===== src/rtl/tcvr_pwr_pkg.sv =====
`timescale 1ns/1ps
package tcvr_pwr_pkg;

    // Mode codes are visible on mode_o; the numeric values are part of the interface.
    typedef enum logic [2:0] {
        MODE_NORMAL  = 3'd0,
        MODE_PWRON   = 3'd1,
        MODE_STANDBY = 3'd2,
        MODE_GOTO    = 3'd3,
        MODE_SLEEP   = 3'd4
    } pmode_e;

endpackage


===== src/rtl/tcvr_wake_det.sv =====
`timescale 1ns/1ps
module tcvr_wake_det #(
    parameter int WAKE_DEB_CYC = 16,
    parameter int DOM_WAKE_CYC = 32
) (
    input  logic clk,
    input  logic rst_n,
    input  logic lp_i,
    input  logic wake_i,
    input  logic canh_dom_i,
    input  logic canl_dom_i,
    output logic loc_evt_o,
    output logic rem_evt_o
);
    localparam int NLINES = 2;
    localparam int DEB_W  = $clog2(WAKE_DEB_CYC + 1);
    localparam int DOM_W  = $clog2(DOM_WAKE_CYC + 1);
    localparam logic [DEB_W-1:0] DEB_LAST = DEB_W'(WAKE_DEB_CYC - 1);
    localparam logic [DOM_W-1:0] DOM_LIM  = DOM_W'(DOM_WAKE_CYC);
    localparam logic [DOM_W-1:0] DOM_LAST = DOM_W'(DOM_WAKE_CYC - 1);

    // Local wake: a reference level plus a run counter of differing samples.
    typedef struct packed {
        logic             lvl;
        logic [DEB_W-1:0] cnt;
        logic             pulse;
    } loc_t;

    loc_t loc_d, loc_q;

    always_comb begin
        loc_d       = loc_q;
        loc_d.pulse = 1'b0;
        if (wake_i == loc_q.lvl) begin
            loc_d.cnt = '0;
        end else if (loc_q.cnt == DEB_LAST) begin
            loc_d.lvl   = wake_i;
            loc_d.cnt   = '0;
            loc_d.pulse = 1'b1;
        end else begin
            loc_d.cnt = loc_q.cnt + 1'b1;
        end
    end

    always_ff @(posedge clk or negedge rst_n) begin
        if (!rst_n) loc_q <= '0;
        else        loc_q <= loc_d;
    end

    assign loc_evt_o = loc_q.pulse;

    // Remote wake: one saturating dominant-run counter per bus line.
    logic [NLINES-1:0] dom_vec;
    logic [NLINES-1:0] dom_pulse;
    assign dom_vec = {canl_dom_i, canh_dom_i};

    for (genvar g = 0; g < NLINES; g++) begin : g_line
        typedef struct packed {
            logic [DOM_W-1:0] cnt;
            logic             pulse;
        } line_t;

        line_t ln_d, ln_q;

        always_comb begin
            ln_d       = ln_q;
            ln_d.pulse = 1'b0;
            if (!lp_i || !dom_vec[g]) begin
                ln_d.cnt = '0;
            end else if (ln_q.cnt != DOM_LIM) begin
                ln_d.cnt   = ln_q.cnt + 1'b1;
                ln_d.pulse = (ln_q.cnt == DOM_LAST);
            end
        end

        always_ff @(posedge clk or negedge rst_n) begin
            if (!rst_n) ln_q <= '0;
            else        ln_q <= ln_d;
        end

        assign dom_pulse[g] = ln_q.pulse;
    end

    assign rem_evt_o = |dom_pulse;

endmodule


===== src/rtl/tcvr_txd_guard.sv =====
`timescale 1ns/1ps
module tcvr_txd_guard #(
    parameter int TXD_TMO_CYC = 2000
) (
    input  logic clk,
    input  logic rst_n,
    input  logic txd_i,
    output logic blk_o
);
    localparam int TMO_W = $clog2(TXD_TMO_CYC + 1);
    localparam logic [TMO_W-1:0] TMO_LAST = TMO_W'(TXD_TMO_CYC - 1);

    typedef struct packed {
        logic [TMO_W-1:0] cnt;
        logic             blk;
    } grd_t;

    grd_t g_d, g_q;

    always_comb begin
        g_d = g_q;
        if (txd_i) begin
            g_d.cnt = '0;
            g_d.blk = 1'b0;
        end else if (!g_q.blk) begin
            if (g_q.cnt == TMO_LAST) begin
                g_d.blk = 1'b1;
                g_d.cnt = '0;
            end else begin
                g_d.cnt = g_q.cnt + 1'b1;
            end
        end
    end

    always_ff @(posedge clk or negedge rst_n) begin
        if (!rst_n) g_q <= '0;
        else        g_q <= g_d;
    end

    assign blk_o = g_q.blk;

endmodule


===== src/rtl/tcvr_mode_fsm.sv =====
`timescale 1ns/1ps
module tcvr_mode_fsm
    import tcvr_pwr_pkg::*;
#(
    parameter int SLEEP_HOLD_CYC = 1000
) (
    input  logic   clk,
    input  logic   rst_n,
    input  logic   stb_i,
    input  logic   en_i,
    input  logic   vbat_ok_i,
    input  logic   loc_evt_i,
    input  logic   rem_evt_i,
    output pmode_e mode_o,
    output logic   por_o,
    output logic   wflag_o
);
    localparam int HOLD_W = $clog2(SLEEP_HOLD_CYC + 1);
    localparam logic [HOLD_W-1:0] HOLD_LAST = HOLD_W'(SLEEP_HOLD_CYC - 1);

    typedef struct packed {
        pmode_e            mode;
        logic              por;
        logic              wflag;
        logic [HOLD_W-1:0] hold;
    } fsm_t;

    fsm_t   st_d, st_q;
    pmode_e nxt;
    logic   wake_evt;
    logic   hold_done;

    always_comb begin
        st_d      = st_q;
        wake_evt  = (loc_evt_i | rem_evt_i) & (st_q.mode != MODE_NORMAL);
        hold_done = (st_q.hold == HOLD_LAST);

        // Next mode: a missing battery forces standby; sleep persists unless woken.
        if (!vbat_ok_i) begin
            nxt = MODE_STANDBY;
        end else if (stb_i && en_i) begin
            nxt = MODE_NORMAL;
        end else if (stb_i) begin
            nxt = MODE_PWRON;
        end else if (st_q.mode == MODE_SLEEP && !wake_evt) begin
            nxt = MODE_SLEEP;
        end else if (!en_i) begin
            nxt = MODE_STANDBY;
        end else if (st_q.mode == MODE_GOTO && hold_done && !st_q.wflag && !wake_evt) begin
            nxt = MODE_SLEEP;
        end else begin
            nxt = MODE_GOTO;
        end
        st_d.mode = nxt;

        // Hold counter runs only while go-to-sleep persists, saturating at its last value.
        if (nxt == MODE_GOTO && st_q.mode == MODE_GOTO) begin
            st_d.hold = hold_done ? st_q.hold : st_q.hold + 1'b1;
        end else begin
            st_d.hold = '0;
        end

        if (!vbat_ok_i)              st_d.por = 1'b1;
        else if (nxt == MODE_NORMAL) st_d.por = 1'b0;

        if (nxt == MODE_NORMAL) st_d.wflag = 1'b0;
        else if (wake_evt)      st_d.wflag = 1'b1;
    end

    always_ff @(posedge clk or negedge rst_n) begin
        if (!rst_n) begin
            st_q.mode  <= MODE_STANDBY;
            st_q.por   <= 1'b1;
            st_q.wflag <= 1'b0;
            st_q.hold  <= '0;
        end else begin
            st_q <= st_d;
        end
    end

    assign mode_o  = st_q.mode;
    assign por_o   = st_q.por;
    assign wflag_o = st_q.wflag;

endmodule


===== src/rtl/tcvr_pwr_ctrl.sv =====
`timescale 1ns/1ps
module tcvr_pwr_ctrl
    import tcvr_pwr_pkg::*;
#(
    parameter int WAKE_DEB_CYC   = 16,
    parameter int DOM_WAKE_CYC   = 32,
    parameter int SLEEP_HOLD_CYC = 1000,
    parameter int TXD_TMO_CYC    = 2000
) (
    input  logic       clk,
    input  logic       rst_n,
    input  logic       stb_i,
    input  logic       en_i,
    input  logic       txd_i,
    input  logic       wake_i,
    input  logic       canh_dom_i,
    input  logic       canl_dom_i,
    input  logic       vcc_ok_i,
    input  logic       vbat_ok_i,
    input  logic       bus_err_i,
    input  logic       rx_data_i,
    output logic [2:0] mode_o,
    output logic       inh_o,
    output logic       err_n_o,
    output logic       rxd_o,
    output logic       tx_en_o
);
    logic   stb_eff, en_eff;
    logic   low_pwr;
    logic   loc_evt, rem_evt;
    logic   txd_blk;
    logic   por_flag, wake_flag;
    pmode_e mode_q;

    // Without a logic supply the pins read as low, forcing a low-power mode.
    assign stb_eff = stb_i & vcc_ok_i;
    assign en_eff  = en_i & vcc_ok_i;
    assign low_pwr = (mode_q != MODE_NORMAL);

    tcvr_wake_det #(
        .WAKE_DEB_CYC (WAKE_DEB_CYC),
        .DOM_WAKE_CYC (DOM_WAKE_CYC)
    ) u_wake (
        .clk        (clk),
        .rst_n      (rst_n),
        .lp_i       (low_pwr),
        .wake_i     (wake_i),
        .canh_dom_i (canh_dom_i),
        .canl_dom_i (canl_dom_i),
        .loc_evt_o  (loc_evt),
        .rem_evt_o  (rem_evt)
    );

    tcvr_txd_guard #(
        .TXD_TMO_CYC (TXD_TMO_CYC)
    ) u_txd (
        .clk   (clk),
        .rst_n (rst_n),
        .txd_i (txd_i),
        .blk_o (txd_blk)
    );

    tcvr_mode_fsm #(
        .SLEEP_HOLD_CYC (SLEEP_HOLD_CYC)
    ) u_fsm (
        .clk       (clk),
        .rst_n     (rst_n),
        .stb_i     (stb_eff),
        .en_i      (en_eff),
        .vbat_ok_i (vbat_ok_i),
        .loc_evt_i (loc_evt),
        .rem_evt_i (rem_evt),
        .mode_o    (mode_q),
        .por_o     (por_flag),
        .wflag_o   (wake_flag)
    );

    // Output meaning depends on the mode.
    always_comb begin
        unique case (mode_q)
            MODE_NORMAL: begin
                err_n_o = ~bus_err_i;
                rxd_o   = rx_data_i;
            end
            MODE_PWRON: begin
                err_n_o = ~por_flag;
                rxd_o   = ~wake_flag;
            end
            default: begin
                err_n_o = ~wake_flag;
                rxd_o   = ~wake_flag;
            end
        endcase
    end

    assign mode_o  = mode_q;
    assign inh_o   = (mode_q != MODE_SLEEP);
    assign tx_en_o = (mode_q == MODE_NORMAL) & ~txd_blk;

endmodule


===== config.mk =====
export PLATFORM = sky130hd
export DESIGN_NAME = tcvr_pwr_ctrl
export DESIGN_NICKNAME = d
export VERILOG_FILES = /design/src/rtl/tcvr_pwr_pkg.sv /design/src/rtl/tcvr_wake_det.sv /design/src/rtl/tcvr_txd_guard.sv /design/src/rtl/tcvr_mode_fsm.sv /design/src/rtl/tcvr_pwr_ctrl.sv
export SDC_FILE = /design/constraint.sdc
export NUM_CORES = 1
export LEC_CHECK = 0
export BUFFER_PORTS_ARGS = -buffer_cell sky130_fd_sc_hd__buf_2
export CORE_ASPECT_RATIO = 2
export CORE_MARGIN = 2
export CORE_UTILIZATION = 30
export DETAILED_ROUTE_END_ITERATION = 6
export PLACE_DENSITY = 0.48
export SYNTH_ARGS = -nofsm -noshare
export SYNTH_HDL_FRONTEND = slang
export SYNTH_HIERARCHICAL = 1
export SYNTH_SLANG_ARGS = --single-unit

===== constraint.sdc =====
create_clock -name clk -period 2.4 [get_ports clk]
set_input_delay 0 -clock clk [delete_from_list [all_inputs] [get_ports clk]]
set_output_delay 0 -clock clk [all_outputs]
set_load 0.02 [all_outputs]

-- Word-level counts from Yosys, hierarchy flattened
Cells that the tools add are included.
- add/subtract/negate cells: 5
- eq/ne operators: 16
- mux-type cells: 28
- bitwise gates (word level): 10
- reduce and logical (&&, ||, !) cells: 21
- operators with widths (kind ; count):
    12-bit two-way mux ; 2
    10-bit two-way mux ; 2
    3-bit two-way mux ; 6
    7-bit two-way mux ; 2
    6-bit by 1-bit adder with 6-bit output, second input constant ; 2
    6-bit by 5-bit equality test with 1-bit output, second input constant ; 2
    6-bit two-way mux ; 2
    6-bit inequality test, second input constant ; 2
    11-bit by 1-bit adder with 11-bit output, second input constant ; 1
    11-bit equality test, second input constant ; 1
    11-bit two-way mux ; 1
    10-bit by 1-bit adder with 10-bit output, second input constant ; 1
    10-bit equality test, second input constant ; 1
    1-bit two-way mux ; 10
    5-bit two-way mux ; 2
    3-bit by 2-bit equality test with 1-bit output, second input constant ; 2
    1-bit logical AND ; 6
    3-bit zero test ; 2
    2-bit nonzero test ; 3
    5-bit by 1-bit adder with 5-bit output, second input constant ; 1
    5-bit by 4-bit equality test with 1-bit output, second input constant ; 1
    1-bit zero test ; 5
    1-bit inverter ; 5
    1-bit bitwise AND ; 4
    12 further kinds ; 14
- register bits after elaboration: 48
- input bits: 12
- output and inout bits: 7
- word-level logic and storage cells: 93

-- Longest topological paths before layout
- word-level depth: 14
- gate-level depth with buffers: 6
- depth with buffers taken out: 5

-- Cells and area by module
Netlist, hierarchy kept.
- by module, submodules not included (module ; times used ; cells an instance ; area an instance (sq um) ; seq. area each (sq um)):
    tcvr_wake_det ; 1 ; 95 ; 1003.5 ; 525.5
    tcvr_mode_fsm ; 1 ; 81 ; 903.4 ; 377.9
    tcvr_txd_guard ; 1 ; 78 ; 674.4 ; 300.3
    tcvr_pwr_ctrl ; 1 ; 11 ; 71.3 ; 0.0

-- Worst setup path after synthesis
No wires, ideal clock.
- path type: reg2reg
- start point: register u_wake.g_line[1].ln_q (netlist bit u_wake/dom_pulse[1])
- end point: register u_fsm/st_q[0] in the netlist's numbering
- setup time: 134 ps
- arrival: 1555 ps
- data required time: 2266 ps
- setup slack: 712 ps
- cell stages (with the launch flop): 7
- path buffers: 1
- period minus slack after synthesis: 1688 ps
- path through: dfrtp_1 > or2_2 > nor4b_4 > nand4_4 > a31oi_4 > buf_8 > nor3_2
- word-level cells in the longest chain between the ends: 14
- elaborated cells between the ends (all ways): 16
- those cells by class: eq/ne: 2; mux: 7; bitwise: 2; reduce/logical: 5
- ends and longest elaborated chain (item ; RTL line ; text):
    start: declaration ; tcvr_wake_det.sv:63 ; line_t ln_d, ln_q;
    start signal: assignment ; tcvr_wake_det.sv:78 ; else ln_q <= ln_d;
    2-bit OR reduction * ; tcvr_wake_det.sv:84 ; assign rem_evt_o = |dom_pulse;
    net rem_evt ; tcvr_pwr_ctrl.sv:30 ; logic loc_evt, rem_evt;
    1-bit OR * ; tcvr_mode_fsm.sv:35 ; wake_evt = (loc_evt_i | rem_evt_i) & (st_q.mode != MODE_NORMAL);
    1-bit bitwise AND * ; tcvr_mode_fsm.sv:35 ;
    1-bit zero test * ; tcvr_mode_fsm.sv:45, tcvr_mode_fsm.sv:49 ;
    1-bit logical AND ; tcvr_mode_fsm.sv:49 ; end else if (st_q.mode == MODE_GOTO && hold_done && !st_q.wflag && !wake_evt) begin
    3-bit two-way mux ; tcvr_mode_fsm.sv:49 ;
    3-bit two-way mux ; tcvr_mode_fsm.sv:47 ; end else if (!en_i) begin
    3-bit two-way mux * ; tcvr_mode_fsm.sv:45 ; end else if (st_q.mode == MODE_SLEEP && !wake_evt) begin
    3-bit two-way mux * ; tcvr_mode_fsm.sv:43 ; end else if (stb_i) begin
    3-bit two-way mux * ; tcvr_mode_fsm.sv:41 ; end else if (stb_i && en_i) begin
    3-bit two-way mux * ; tcvr_mode_fsm.sv:39 ; if (!vbat_ok_i) begin
    3-bit by 2-bit equality test with 1-bit output * ; tcvr_mode_fsm.sv:57 ; if (nxt == MODE_GOTO && st_q.mode == MODE_GOTO) begin
    1-bit logical AND * ; tcvr_mode_fsm.sv:57 ;
    2-bit inequality test (no line) / 10-bit two-way mux (equally long branches) ; n/a ;
    end signal: assignment ; tcvr_mode_fsm.sv:77 ; st_q <= st_d;
    end: declaration ; tcvr_mode_fsm.sv:28 ; fsm_t st_d, st_q;
Mark *: on every way through the listed nets, which the timed path passes. The rest lies on a longest branch.
A chain may end at the register's enable or synchronous reset.

-- Worst setup path in the final report
- start point: register u_wake.g_line[1].ln_q (netlist bit u_wake/dom_pulse[1])
- end point: register u_fsm/st_q[2] in the netlist's numbering
The elaborated chain is that of the path after synthesis.

==> impl_metrics.ini <==
[timing]
achievable-frequency_mhz = 525
final_hold_viol_count = 0
skew_ns = 0.00371
finalSetupTns_ns = 0
layout_worst_path_cycle_share_pct = 79.4
grt_setup_unrepaired = false
slew-limit-headroom_pct = 59.6
hold_slack_ns = 0.0132
drv_slew = 0
worstMarginPinSlew_ns = 0.606
setup_viol_count_final = 0
finalWorstPathRequiredPeriod_ns = 1.91

[floorplanning]
die_height_um = 137
floorplan.io_pins = 19
fp.dieArea_um2 = 9660
floorplan.initialDensity_pct = 30.9
die_span_in_x_um = 70.5
placement_rows = 48
coreArea_um2 = 8590

[run_status]
run_status = complete, no violations

[routing]
detail_route.wl_per_cell_um = 14.5
detail_route.first_pass.iterations = 4
routed-via-count = 1966
ant_nets = 0
postRouteWirelength_um = 5630
detail_route.vias_per_cell = 5.07
first_iter_violations = 68
detail_route.drc_violations = 0

[setup_path]
ff2ff_setup_slack_ns = 0.49
worst_ep_arrival_time_ns = 2.05
crit_required_ns = 2.55
critical_path.max_fanout = 11
timing.setup.critical_path_class = register to register
worst_setup_path_start_kind = register
setup.worst_path.end_class = register
worst_reg_to_reg_path_cell_count = 5

[placed_design]
portBuffers = 18
hpwlAfterDp_um = 4200
place.gp.congestion = 0.730
placement.cell_area_um2 = 2820
placed_cells = 376

[synth]
yosysMostFrequentCell = sky130_fd_sc_hd__dfrtp_1
syn-cell-area_um2 = 2650
synth.ff_latch_count = 48
synth.yosys.seq_area_share_pct = 45.4
top_post_synthesis_cells_by_area = sky130_fd_sc_hd__dfrtp_1, sky130_fd_sc_hd__nor2_1, sky130_fd_sc_hd__xnor2_1, sky130_fd_sc_hd__nand3_1, sky130_fd_sc_hd__nand2_1
synth_nets = 284
synth_largest_area_cell = sky130_fd_sc_hd__dfrtp_1
number_of_synthesized_flops_with_an_enable_pin = 0
avgSynthCellArea_um2 = 10.0
post_synth_num_cell_types = 51
asyncSetResetFlopFracSynth_pct = 100
syn_inst = 265
netlist_top_cells_count = sky130_fd_sc_hd__dfrtp_1, sky130_fd_sc_hd__nor2_1, sky130_fd_sc_hd__nand2_1, sky130_fd_sc_hd__nand3_1, sky130_fd_sc_hd__nor3_1
synth.yosys.warnings = 6
ys.flop_type = sky130_fd_sc_hd__dfrtp_1
synth_top_area_share_pct = 43.4

[final_layout]
numnets_final = 306
final_non_filler_cell_total = 388
syn_to_final_growth_pct = 14.8
final_layout_size_suffix_gt1_share_pct = 18.8
final_design_area_no_fill_um2 = 3040
inserted_diodes = 0
finalCoreUtilization_pct = 35.4

[pwr]
power_report.internal_total_mw = 1.50
power.share.switching_pct = 22.3
cellLeakagePower_nw = 1.29
clock_power_share_pct = 46.7
power.ir.vdd_worst_mv = 0.315
seqPwrFrac_pct = 45.0
p_sw_mw = 0.430
power.combinational.fraction_pct = 8.3
power_density_nw_per_um2 = 633

[global_route]
grt_pass1_wl_um = 9470
gr-usage-met1_pct = 13.7
grtUsageMet3_pct = 2.06
grt.total_usage_pct = 12.7
grt_pass1_vias = 1908
largest_net_degree_at_the_start_of_global_routing = 39
global_route.usage.met2_pct = 23.4
grt-ovfl-total = 0
grt.busiest_layer = met2
antenna_found_initial = 0

[min_path]
hold-path-cell-count = 3
path_category_of_the_worst_min_delay_check = primary input to register

[flow_run]
drv_cap = 0

[clock_tree]
numClockSinks = 48
cts_max_level = 2
clk_pin_slew_ns = 0.07
cts-buffers-inserted = 5
clock_tree_from_tritoncts = done
root_buffer = sky130_fd_sc_hd__clkbuf_16
cts.repair_timing.setup_buffer_count = 0
cts_buffer_depth = 2
insertion_delay_ns = 0.29
cts-resized-gates = 0
-- cells in the final DEF, fill, tap and decap left out, drive strengths merged, types with 8 or more instances in the layout --
| cell | instances |
|---|---|
| inv | 10 |
| nand2 | 25 |
| nand3 | 21 |
| dfrtp | 46 |
| nor3 | 23 |
| xnor2 | 11 |
| a21oi | 10 |
| o21ai | 10 |
| xor2 | 8 |
| buf | 19 |
| nor2 | 27 |
-- routing by layer --
metal  routed length (um)  vias up
met4                   95        0
met1                 2280      956
li1                     -      975
met5                    0        -
met2                 3070       29
met3                  177        6
-- state kept, by name (all words and copies together), names as in the netlist --
| register | flops |
|---|---|
| u_fsm/st_q | 10 |
| u_fsm/mode_o | 3 |
| u_wake/loc_evt_o | 1 |
| u_fsm/por_o | 1 |
| u_txd/blk_o | 1 |
| u_wake/loc_q | 6 |
| u_txd/g_q | 11 |
| u_wake/g_line.ln_q | 12 |
| u_fsm/wflag_o | 1 |
| u_wake/dom_pulse | 2 |
-- path summary, 6_finish.rpt --
kind	start	to
setup / recovery	u_wake/dom_pulse[1]	u_fsm/st_q[2]
hold / removal	canl_dom_i	u_wake/g_line[1].ln_q[2]
setup reg to reg	u_wake/dom_pulse[1]	u_fsm/st_q[2]
hold reg to reg	u_wake/loc_q[1]	u_wake/loc_q[1]
max in group asynchronous	rst_n	u_fsm/por_o
min in group asynchronous	rst_n	u_wake/g_line[1].ln_q[3]
-- metrics by stage --
| step | power [mW] | setup WS, ns |
|---|---|---|
| after CTS | 1.96 | 0.488 |
| after floorplan | 0.981 | 0.712 |
| after detailed placement | 1.04 | 0.484 |
| after global routing | 2.01 | 0.408 |
| after global placement | 1.04 | 0.512 |
| final | 1.93 | 0.494 |
-- logic make-up after synthesis --
group                      synth area share, %
AOI/OAI and AO/OA                         7.74
xor gates and xnor gates                  6.27
adders and majority gates                 3.30
buffers and inverters                     3.68
DFF                                       45.4
muxes                                     1.93
and+or+nand+nor                           31.7
-- power by group through the flow --
| stage | Clock [mW] | Combinational, mW | Sequential, mW |
|---|---|---|---|
| 5_1_grt | 0.955 | 0.182 | 0.870 |
| 4_1_cts | 0.928 | 0.164 | 0.867 |
| 6_report | 0.900 | 0.161 | 0.867 |
| 3_3_place_gp | 0 | 0.158 | 0.881 |
| 3_5_place_dp | 0 | 0.159 | 0.882 |
| 2_1_floorplan | 0 | 0.110 | 0.871 |
-- layout make-up --
| cell class | count | area (um2) |
|---|---|---|
| inverters | 10 | 37.5 |
| multi-input cells | 199 | 1350 |
| fillers | 878 | 5540 |
| clock buffers | 6 | 129 |
| flip-flops and latches | 48 | 1200 |
| well taps | 100 | 125 |
| repair buffers | 23 | 138 |
| clock inverters | 2 | 60.1 |
-- repair_timing --
action,CTS,global route
hold endpoints to repair,16,0
hold buffers,4,0
endpoints found under the setup margin,0,0
-- critical path, cell delays in order (launching register included) --
cell and delay (ns):
sky130_fd_sc_hd__dfrtp_1 0.36, sky130_fd_sc_hd__or2_2 0.32, sky130_fd_sc_hd__nor4b_4 0.32, sky130_fd_sc_hd__nand4_4 0.17, sky130_fd_sc_hd__a31oi_4 0.50, sky130_fd_sc_hd__a2111oi_2 0.10
No activity file was read; power rests on OpenSTA's default activity.
